==> src/rtl/rpm_pkg.sv <==
package rpm_pkg;
  localparam int unsigned NFLAG = 3;
  // Bit order of a decision word: [2] out-of-tolerance, [1] positive, [0] negative
  typedef logic [NFLAG-1:0] decision_t;
  localparam int unsigned OOT_BIT = 2;
endpackage

==> src/rtl/rpm_decision_cmp.sv <==
module rpm_decision_cmp
  import rpm_pkg::*;
(
  input  logic      clk,
  input  logic      rst_s,
  input  decision_t dec_a,
  input  decision_t dec_b,
  output logic      cmp_err_n
);
  logic [NFLAG-1:0] diff;
  logic             err_n_d;
  logic             err_n_q;

  // one XOR per flag pair
  for (genvar i = 0; i < NFLAG; i++) begin : g_pair
    assign diff[i] = dec_a[i] ^ dec_b[i];
  end

  always_comb begin
    err_n_d = ~(|diff);
  end

  always_ff @(posedge clk or negedge rst_s) begin
    if (!rst_s) err_n_q <= 1'b1;
    else        err_n_q <= err_n_d;
  end

  assign cmp_err_n = err_n_q;
endmodule

==> src/rtl/rpm_oot_stretch.sv <==
module rpm_oot_stretch #(
  parameter int unsigned STRETCH_CYC = 1000
) (
  input  logic clk,
  input  logic rst_s,
  input  logic cmd,
  output logic alarm_n
);
  localparam int unsigned SW = $clog2(STRETCH_CYC + 1);
  localparam logic [SW-1:0] LOAD = SW'(STRETCH_CYC);

  logic [SW-1:0] cnt_q, cnt_d;
  logic          cnt_en;
  logic          alarm_n_q, alarm_n_d;

  always_comb begin
    cnt_en    = cmd || (cnt_q != '0);
    cnt_d     = cmd ? LOAD : cnt_q - 1'b1;
    alarm_n_d = (cnt_d == '0);
  end

  always_ff @(posedge clk or negedge rst_s) begin
    if (!rst_s) begin
      cnt_q     <= '0;
      alarm_n_q <= 1'b1;
    end else if (cnt_en) begin
      cnt_q     <= cnt_d;
      alarm_n_q <= alarm_n_d;
    end
  end

  assign alarm_n = alarm_n_q;
endmodule

==> src/rtl/rpm_timing_latch.sv <==
module rpm_timing_latch (
  input  logic clk,
  input  logic rst_s,
  input  logic tim_a,
  input  logic tim_b,
  input  logic clr,
  output logic err_n
);
  logic mis;
  logic held_q, held_d;

  always_comb begin
    mis = tim_a ^ tim_b;
    if (mis)      held_d = 1'b1;
    else if (clr) held_d = 1'b0;
    else          held_d = held_q;
  end

  always_ff @(posedge clk or negedge rst_s) begin
    if (!rst_s) held_q <= 1'b0;
    else        held_q <= held_d;
  end

  assign err_n = ~held_q;
endmodule

==> src/rtl/rpm_activity_dog.sv <==
module rpm_activity_dog #(
  parameter int unsigned WDOG_CYC = 500
) (
  input  logic clk,
  input  logic rst_s,
  input  logic rate_hi,
  input  logic tick512,
  input  logic frame_end,
  output logic act_err_n
);
  localparam int unsigned WW = $clog2(WDOG_CYC + 1);
  localparam logic [WW-1:0] LIMIT = WW'(WDOG_CYC);

  logic          kick;
  logic [WW-1:0] cnt_q, cnt_d;
  logic          cnt_en;
  logic          err_n_q, err_n_d;

  always_comb begin
    kick    = rate_hi ? tick512 : frame_end;
    cnt_en  = kick || (cnt_q != LIMIT);
    cnt_d   = kick ? '0 : cnt_q + 1'b1;
    err_n_d = (cnt_d != LIMIT);
  end

  always_ff @(posedge clk or negedge rst_s) begin
    if (!rst_s) begin
      cnt_q   <= '0;
      err_n_q <= 1'b1;
    end else if (cnt_en) begin
      cnt_q   <= cnt_d;
      err_n_q <= err_n_d;
    end
  end

  assign act_err_n = err_n_q;
endmodule

==> src/rtl/rate_pair_monitor.sv <==
module rate_pair_monitor
  import rpm_pkg::*;
#(
  parameter int unsigned STRETCH_CYC = 1000,
  parameter int unsigned WDOG_CYC    = 500
) (
  input  logic clk,
  input  logic rst_n,
  input  logic a_oot,
  input  logic a_pos,
  input  logic a_neg,
  input  logic b_oot,
  input  logic b_pos,
  input  logic b_neg,
  input  logic tim_a,
  input  logic tim_b,
  input  logic tick512,
  input  logic frame_end,
  input  logic rate_hi,
  input  logic err_clr,
  output logic cmp_err_n,
  output logic tim_err_n,
  output logic act_err_n,
  output logic oot_alarm_n
);
  logic [1:0] rsync_q;
  logic       rst_s;
  decision_t  dec_a, dec_b;

  // assert asynchronously, release on the second edge
  always_ff @(posedge clk or negedge rst_n) begin
    if (!rst_n) rsync_q <= 2'b00;
    else        rsync_q <= {rsync_q[0], 1'b1};
  end
  assign rst_s = rsync_q[1];

  assign dec_a = {a_oot, a_pos, a_neg};
  assign dec_b = {b_oot, b_pos, b_neg};

  rpm_decision_cmp u_cmp (
    .clk(clk), .rst_s(rst_s), .dec_a(dec_a), .dec_b(dec_b), .cmp_err_n(cmp_err_n)
  );

  rpm_oot_stretch #(.STRETCH_CYC(STRETCH_CYC)) u_oot (
    .clk(clk), .rst_s(rst_s), .cmd(dec_a[OOT_BIT]), .alarm_n(oot_alarm_n)
  );

  rpm_timing_latch u_tim (
    .clk(clk), .rst_s(rst_s), .tim_a(tim_a), .tim_b(tim_b), .clr(err_clr), .err_n(tim_err_n)
  );

  rpm_activity_dog #(.WDOG_CYC(WDOG_CYC)) u_dog (
    .clk(clk), .rst_s(rst_s), .rate_hi(rate_hi), .tick512(tick512),
    .frame_end(frame_end), .act_err_n(act_err_n)
  );
endmodule

==> config.mk <==
export PLATFORM = sky130hd
export DESIGN_NAME = rate_pair_monitor
export DESIGN_NICKNAME = d
export VERILOG_FILES = /design/src/rtl/rpm_pkg.sv /design/src/rtl/rpm_decision_cmp.sv /design/src/rtl/rpm_oot_stretch.sv /design/src/rtl/rpm_timing_latch.sv /design/src/rtl/rpm_activity_dog.sv /design/src/rtl/rate_pair_monitor.sv
export SDC_FILE = /design/constraint.sdc
export NUM_CORES = 1
export LEC_CHECK = 0
export ABC_AREA = 1
export BUFFER_PORTS_ARGS = -buffer_cell sky130_fd_sc_hd__buf_2
export CORE_MARGIN = 2
export CORE_UTILIZATION = 45
export DETAILED_ROUTE_END_ITERATION = 10
export PLACE_DENSITY_LB_ADDON = 0.12
export SLEW_MARGIN = 15
export SYNTH_ARGS = -nofsm -noshare
export SYNTH_HDL_FRONTEND = slang
export SYNTH_SLANG_ARGS = --single-unit
==> constraint.sdc <==
create_clock -name clk -period 1.1 [get_ports clk]
set_clock_uncertainty 0.05 [all_clocks]
set_input_delay 0 -clock clk [delete_from_list [all_inputs] [get_ports clk]]
set_output_delay 0 -clock clk [all_outputs]
set_load 0.02 [all_outputs]
# Word level (Yosys, flattened, before mapping)
# Index checks and enable logic that the tools add are counted.
# Widths: inputs -> output; s select.
# totals
reg_bits,25
output_inout_bits,4
inputBits,14
elab_cells,28
# classes
mux,5
n_bitwise,6
eq_ne,2
n_addsub,2
reduce_logical,6
# op_table
cell,count
$ne 9x9->1 const B,2
$logic_not 10->1,1
$mux 10,1
$reduce_bool 10->1,1
$sub 10x1->10 const B,1
$add 9x1->9 const B,1
$mux 9,1
$xor 1x1->1,4
$mux 1,3
$reduce_or 3->1,1
$logic_or 1x1->1,2
$not 1->1,2
$reduce_bool 2->1,1

# Longest topological paths before layout
# Gate-level depths: netlist (run 1).
# logic_depth
word_depth,3
ltp_mapped,11
mapped_depth_nobuf,11

# By module
# A second synthesis (run 1) with hierarchy kept.
# unflattened
hier_cells,207
hier_area_um2,1516.5
# modules_own_cells
mod,n_inst,area_per_inst_um2,cells_per_inst,seq_area_each_um2
rpm_oot_stretch,1,671.9,90,276.5
rpm_activity_dog,1,651.9,91,251.5
rpm_decision_cmp,1,82.6,14,26.3
rpm_timing_latch,1,56.3,9,25.0
rate_pair_monitor,1,53.8,3,50.0

# Worst setup path before layout (run 1)
# No wires, ideal clock.
# synth_timing
path_type,register -> register
from,register u_oot.cnt_q[0]
to,register u_oot.cnt_q[2]
stages_incl_launch_ff,10
path_buffers,1
required_time_ns,0.937
synth_period_minus_slack_ns,1.462
slack_ns,-0.362
arrival_ns,1.299
setup_ns,0.113
cell_sequence,dfrtp_1 > inv_2 > ha_1 > nand2_2 > nor2_4 > nand3_2 > buf_6 > inv_4 > or2_1 > inv_1
# synth_via
elab_chain_len,2
elab_cells_between_ends,4
cone_classes,add/sub (1); mux (1); reduce/logical (2)
# synth_rtl
element,line_no,text
"start, declared",rpm_oot_stretch.sv:12,"logic [SW-1:0] cnt_q, cnt_d;"
"start signal, assigned",rpm_oot_stretch.sv:27,cnt_q <= cnt_d;
$sub 10x1->10 / $reduce_bool 10->1 (equally long branches),"rpm_oot_stretch.sv:18, rpm_oot_stretch.sv:17",
$mux 10 / $logic_or 1x1->1 (equally long branches),"rpm_oot_stretch.sv:18, rpm_oot_stretch.sv:17",
# Several ways; a longest one is shown, not always the timed one.
# A chain may end at the register's enable or synchronous reset.

# Worst setup path after layout (run 1)
# layout_timing
from,register u_oot.cnt_q[0]
to,register u_oot.alarm_n_q (netlist: u_oot.alarm_n)
# layout_via
elab_chain_len,3
elab_cells_between_ends,5
cone_classes,add/sub (1); mux (1); reduce/logical (3)
# layout_rtl
element,line_no,text
$sub 10x1->10,rpm_oot_stretch.sv:18,cnt_d = cmd ? LOAD : cnt_q - 1'b1;
$mux 10,rpm_oot_stretch.sv:18,
$logic_not 10->1,rpm_oot_stretch.sv:19,alarm_n_d = (cnt_d == '0);
"end signal, assigned",rpm_oot_stretch.sv:28,alarm_n_q <= alarm_n_d;
"end, declared",rpm_oot_stretch.sv:14,"logic alarm_n_q, alarm_n_d;"
# Several ways; a longest one is shown, not always the timed one.

==> metrics.csv, run 1 <==
stage,metric,value,unit
job,maxCapViolations,0,
place,dp.final_hpwl,2681,µm
power_and_ir_drop,p_leak,0.001110,µW
synthesis,synth_most_common_cell,nand2_1,
grt,grt_overflow,0,
routing,wl,4009,µm
place,dp_cells,295,
critical_path,critPathLaunchType,flip-flop,
die,die_w,61.43,µm
cells_and_area,drive_gt1_share,45.96,%
hold_path,hold_path.class,flip-flop to async pin,
critical_path,crit_fanout,4,
grt,grtUsageTotal,21.44,%
cells_and_area,antenna_cells,0,
timing,setup_violations,21,
timing,hold_viol,0,
critical_path,r2r_cells,11,
cells_and_area,fillers,237,
grt,grt_max_degree,17,
routing,vias,1502,
die,die_h,61.43,µm
status,violations,setup timing,
cts,insertion_delay,0.32,ns
cells_and_area,postLayoutCoreUtil,74.48,%
synthesis,yosysUniqueCellTypes,29,
grt,antenna_found_initial,0,
power_and_ir_drop,seqPwrFrac,48.8,%
cts,clk_pin_slew,0.16,ns
power_and_ir_drop,pwr-share-comb,30.0,%
routing,wl_per_cell,12.69,µm
timing,tns,-5.816,ns
critical_path,cp.arrival,1.74,ns
synthesis,synth_area_leaders,"dfrtp_1 (37%), nand2_1 (12%), nor2_1 (9.1%)",
cts,tritoncts,done,
routing,drtPass1Iterations,5,
synthesis,ys.flop_type,dfrtp_1,
die,fp-row-count,20,
die,die_area,0.003773,mm²
place,pre_cts_ws,-0.3682,ns
synthesis,async_flop_share,100.0,%
cells_and_area,syn_to_final_growth,55.73,%
die,initial_utilization,47.82,%
synthesis,synthTopCellsByCount,"nand2_1 (46), nor2_1 (36), inv_1 (28)",
routing,drc_errors,0,
synthesis,synth_edf_count,0,
cts,cts_buffers,3,
power_and_ir_drop,clkPwrFrac,21.2,%
power_and_ir_drop,swShare,32.87,%
die,pin_count,18,
critical_path,cp.required,1.33,ns
synthesis,syn_nets,219,
place,gp_congestion,0.8691,
synthesis,syn_area_per_cell,7.346,µm²
synthesis,synthDominantCellAreaShare,37.10,%
synthesis,ys_ff_latch,25,
synthesis,ys_seq_area_share,42.41,%
critical_path,critical_path_class,flip-flop to flip-flop,
cts,cts.sinks,25,
timing,slew_viol_final,0,
synthesis,yosysWarnings,0,
power_and_ir_drop,power_switching,710.5,µW
power_and_ir_drop,power_density,935.3,mW/mm²
timing,layout_min_cycle_time,1.515,ns
place,io_buffers,17,
power_and_ir_drop,ir_drop,0.8121,mV
timing,fin_crit_sh,137.7,%
critical_path,cp-end-kind,flip-flop,
cells_and_area,fin_nets,290,
routing,vias_per_cell,4.753,
cts,h-tree-depth,1,
synthesis,synthCells,202,
grt,grt_pass1_wl,5989,µm
cts,cts_root_buf,clkbuf_4,
timing,worst_slack,-0.4146,ns
cells_and_area,stdcell_count,316,
timing,whs,0.007224,ns
cts,cts_max_path_buffers,2,
routing,dr.first_iter.drc_count,63,
synthesis,synth_area_leader_cell,dfrtp_1,
routing,ant_nets,0,
timing,rsz0062_at_grt,true,
synthesis,syn-cell-area,0.001484,mm²
status,status,finished with violations,
die,design.core.area,0.003103,mm²
grt,grt_pass1_vias,1433,
timing,max_freq,660.3,MHz
power_and_ir_drop,p_int,1451,µW
-- flip-flops by register name, indices dropped and copies added, names as in the netlist --
signal / flops
rsync_q: 2
u_cmp.cmp_err_n: 1
u_oot.cnt_q: 10
u_dog.act_err_n: 1
u_tim.held_q: 1
u_oot.alarm_n: 1
u_dog.cnt_q: 9
-- placed cells by master (no fill, tap or decap), drive strengths merged --
cell / count
buf: 55
nand2: 51
nor2: 47
inv: 33
dfrtp: 22
nand3: 13
o21ai: 12
dlygate4sd3: 11
o21bai: 4
clkbuf: 4
xor2: 3
ha: 3
dfstp: 3
nand4: 2
or2: 2
nor3: 1
a21oi: 1
nand3b: 1
a31oi: 1
and2: 1
o22ai: 1
conb: 1
-- final cells by class --
class	instances	area, µm²	share of cell area, %
multi-input combinational	144	893.4	38.66
sequential	25	635.6	27.50
timing repair buffer	67	570.5	24.69
inverter	32	125.1	5.414
tap	44	55.05	2.382
clock buffer	3	22.52	0.9746
clock inverter	1	8.758	0.3790
-- cells by family after synthesis --
logic type	after synthesis	share of synthesized area [%]
xor gates and xnor gates	3	1.771
DFF	25	42.41
AOI/OAI and AO/OA	19	7.504
adders and majority gates	3	2.530
buffers and inverters	33	9.022
other	1	0.2527
and+or+nand+nor	118	36.51
-- worst paths after layout --
check | startpoint | end | slack [ns]
max | u_oot.cnt_q[0] | u_oot.alarm_n | -0.41
min | rsync_q[1] | u_tim.held_q | 0.007
max reg2reg | u_oot.cnt_q[0] | u_oot.alarm_n | -0.41
min reg2reg | rsync_q[1] | u_tim.held_q | 0.007
max in group asynchronous | rst_n | rsync_q[1] | 0.44
min in group clk | a_oot | u_oot.cnt_q[9] | 0.03
-- repair_timing --
action                     in CTS  in global routing
hold endpoints to repair        6                  0
gates resized for setup        11                 52
pin swaps                       6                 15
hold buffers                   11                  0
setup buffers                   1                  5
setup endpoints to repair      22                 24
cloned                          0                  1
-- metal layers --
metal  up-vias  GRT usage, %  part of all wire (%)
li1        759             -                     -
met1       700         28.46                    43
met2        39         36.17                    53
met3         4         3.151                   3.3
met4         0         6.991                   1.0
met5         -             0                     0
-- stage by stage --
stage	cell area (µm²)	power, µW
final	2311	2161
after global routing	2311	2271
after CTS	2076	2044
after detailed placement	1897	1534
after global placement	1897	1517
after floorplan	1508	1305
-- critical path, stage by stage (launching register included) --
cell and delay [ns]:
dfrtp_1 0.43, inv_2 0.09, ha_4 0.17, nand2_4 0.06
nor2_4 0.13, buf_4 0.12, nor2_2 0.04, nor2_4 0.11
nand2_1 0.06, nor2_1 0.10, nand2_1 0.05, nand2_1 0.06
-- power by group through the flow --
stage	registers, µW	logic [µW]	clock network, µW
floorplan	1050	253	0
detailed placement	1040	494	0
global route	1060	712	497
CTS	1030	546	472
global placement	1030	482	0
finish	1050	649	458
(Power assumes the default switching activity.)
==> run 2, diff against run 1 <==
==> constraint.sdc (replaced) <==
create_clock -name clk -period 1.35 [get_ports clk]
set_clock_uncertainty 0.05 [all_clocks]
set_input_delay 0 -clock clk [delete_from_list [all_inputs] [get_ports clk]]
set_output_delay 0 -clock clk [all_outputs]
set_load 0.02 [all_outputs]
==> metrics.csv, run 2 (synthesis results as in run 1) <==
stage,metric,value,unit,change
critical_path,crit_fanout,5,,+1
critical_path,reg2reg_from,u_oot.cnt_q[0],,
cts,tritoncts,done,,
timing,rsz0062_at_grt,true,,
cells_and_area,syn_to_final_growth,44.44,%,
power_and_ir_drop,p_int,1149,µW,-21%
timing,max_freq,664.4,MHz,+0.62%
cells_and_area,largest_register,u_oot.cnt_q,,
timing,relSlewSlack,64.47,%,
critical_path,setup.worst_path.start,u_oot.cnt_q[0],,
hold_path,hp-start,tick512,,
die,initial_utilization,47.82,%,unchanged
place,dp_cells,282,,-4.4%
cts,cts_buffers,3,,unchanged
status,status,finished with violations,,
power_and_ir_drop,seqPwrFrac,50.1,%,+1.3 points
place,pre_cts_ws,-0.1057,ns,+0.2625 ns
power_and_ir_drop,power_switching,551.5,µW,-22%
grt,grt_pass1_vias,1342,,-6.4%
die,fp-row-count,20,,unchanged
routing,drtPass1Iterations,4,,-1
cells_and_area,antenna_cells,0,,unchanged
die,die_h,61.43,µm,unchanged
critical_path,critPathLaunchType,flip-flop,,
timing,fin_crit_sh,111.5,%,-26 points
place,io_buffers,17,,unchanged
grt,antenna_found_initial,0,,unchanged
critical_path,timing.rr.end,u_oot.alarm_n,,
critical_path,cp-end-kind,flip-flop,,
cells_and_area,most-common-layout-cells,"nand2_1 (35), nor2_1 (28), inv_1 (20), dfrtp_1 (20), buf_4 (18)",,
critical_path,cp.required,1.57,ns,+0.24 ns
power_and_ir_drop,pwr-share-comb,29.6,%,-0.4 points
cts,cts_max_path_buffers,2,,unchanged
routing,wl,3591,µm,-10%
timing,hold_viol,0,,unchanged
timing,worst_slack,-0.1552,ns,+0.2594 ns
status,violations,setup timing,,
routing,drc_errors,0,,unchanged
cts,cts_root_buf,clkbuf_4,,
grt,grt_pass1_wl,5630,µm,-6.0%
routing,dr.first_iter.drc_count,37,,-41%
die,pin_count,18,,unchanged
job,maxCapViolations,0,,unchanged
die,die_w,61.43,µm,unchanged
hold_path,hold_path.class,primary input to flip-flop,,
routing,ant_nets,0,,unchanged
cells_and_area,reg_top3,"u_oot.cnt_q: 10 flops, u_dog.cnt_q: 9 flops, rsync_q: 2 flops",,
power_and_ir_drop,swShare,32.43,%,-0.44 points
cells_and_area,drive_gt1_share,42.80,%,-3.2 points
timing,setup_violations,12,,-43%
die,design.core.area,0.003103,mm²,unchanged
routing,wl_per_cell,11.93,µm,-6.0%
power_and_ir_drop,p_leak,0.001011,µW,-8.9%
critical_path,critical_path_class,flip-flop to flip-flop,,
cells_and_area,final_common_cell,nand2_1,,
cts,insertion_delay,0.32,ns,about the same
timing,slew_viol_final,0,,unchanged
cells_and_area,fin_nets,275,,-5.2%
place,dp.final_hpwl,2455,µm,-8.5%
cells_and_area,largest_register_ff_count,10,,unchanged
cts,cts.sinks,25,,unchanged
hold_path,min_to,u_dog.cnt_q[0],,
timing,worst_slew_pin_slew,0.5293,ns,
hold_path,hold_depth,6,,
die,die_area,0.003773,mm²,unchanged
cts,clk_pin_slew,0.14,ns,-0.02 ns
timing,layout_min_cycle_time,1.505,ns,-0.009355 ns
place,gp_congestion,0.8195,,-5.7%
critical_path,reg2reg_slack,-0.16,ns,+0.26 ns
routing,vias_per_cell,4.761,,+0.16%
routing,vias,1433,,-4.6%
grt,grtUsageTotal,20.52,%,-0.93 points
power_and_ir_drop,ir_drop,0.5014,mV,-38%
cts,h-tree-depth,1,,unchanged
power_and_ir_drop,power_density,793.5,mW/mm²,-15%
grt,grt_max_degree,19,,+2
power_and_ir_drop,clkPwrFrac,20.4,%,-0.8 points
critical_path,cp.arrival,1.73,ns,about the same
critical_path,r2r_cells,11,,unchanged
cells_and_area,stdcell_count,301,,-4.7%
grt,grt_overflow,0,,unchanged
-- run 2: area by class of cell --
type | count | area [µm²]
Sequential cell | 25 | 631.9
Inverter | 32 | 122.6
Timing Repair Buffer | 52 | 406.6
Multi-Input combinational cell | 144 | 900.9
Fill cell | 271 | 959.7
Tap cell | 44 | 55.05
Clock buffer | 4 | 26.28
-- run 2: what timing repair did --
| item | in CTS | in global routing |
|---|---|---|
| hold buffers | 11 | 0 |
| setup buffers | 3 | 3 |
| resized for setup | 16 | 42 |
| endpoints found under the setup margin | 14 | 20 |
| hold endpoints to repair | 5 | 0 |
| pin swaps | 3 | 13 |
-- run 2: routing by layer --
layer  vias up  routed length, µm  global-route usage, %
met3         4                154                  3.782
met2        35               1738                  32.67
met1       658               1671                  29.01
met4         0                 27                  5.471
li1        736                  -                      -
met5         -                  0                      0
-- run 2: critical path: stages (launching register included) --
cell     delay (ns)
dfrtp_1        0.41
inv_2          0.10
ha_4           0.18
inv_1          0.05
nor2_2         0.10
nand2_1        0.09
a21oi_2        0.21
nor2_1         0.06
nand2_1        0.06
nor2_1         0.04
nand2_1        0.05
nand2_1        0.05
-- run 2: power by group through the flow --
stage	Clock [µW]	Sequential, µW	Combinational (µW)
2_1_floorplan	0	857	201
3_3_place_gp	0	849	348
3_5_place_dp	0	851	355
4_1_cts	348	840	419
5_1_grt	394	856	552
6_report	346	851	503
-- run 2: worst max path at each step --
stage / depth (start not counted) / slack [ns] / to
6_report: 11 / -0.16 / u_oot.alarm_n
5_1_grt: 10 / -0.27 / u_oot.alarm_n
4_1_cts: 9 / -0.10 / u_oot.alarm_n
3_5_place_dp: 11 / -0.11 / u_oot.alarm_n
3_3_place_gp: 11 / -0.09 / u_dog.act_err_n
2_1_floorplan: 9 / -0.01 / u_oot.cnt_q[2]
-- run 2: through the flow --
| step | TNS [ns] | instance area (µm²) | hold WS (ns) | total power (µW) | util [%] |
|---|---|---|---|---|---|
| after floorplan | -0.009988 | 1503 | -0.3456 | 1057 | - |
| after global placement | -0.4337 | 1794 | -0.2659 | 1197 | 57.82 |
| after detailed placement | -0.8198 | 1794 | -0.2629 | 1206 | 57.82 |
| after CTS | -0.4397 | 2006 | 0.03585 | 1607 | 64.64 |
| after global routing | -1.642 | 2143 | 0.06163 | 1801 | 69.07 |
| final | -0.6370 | 2143 | 0.07054 | 1701 | 69.07 |
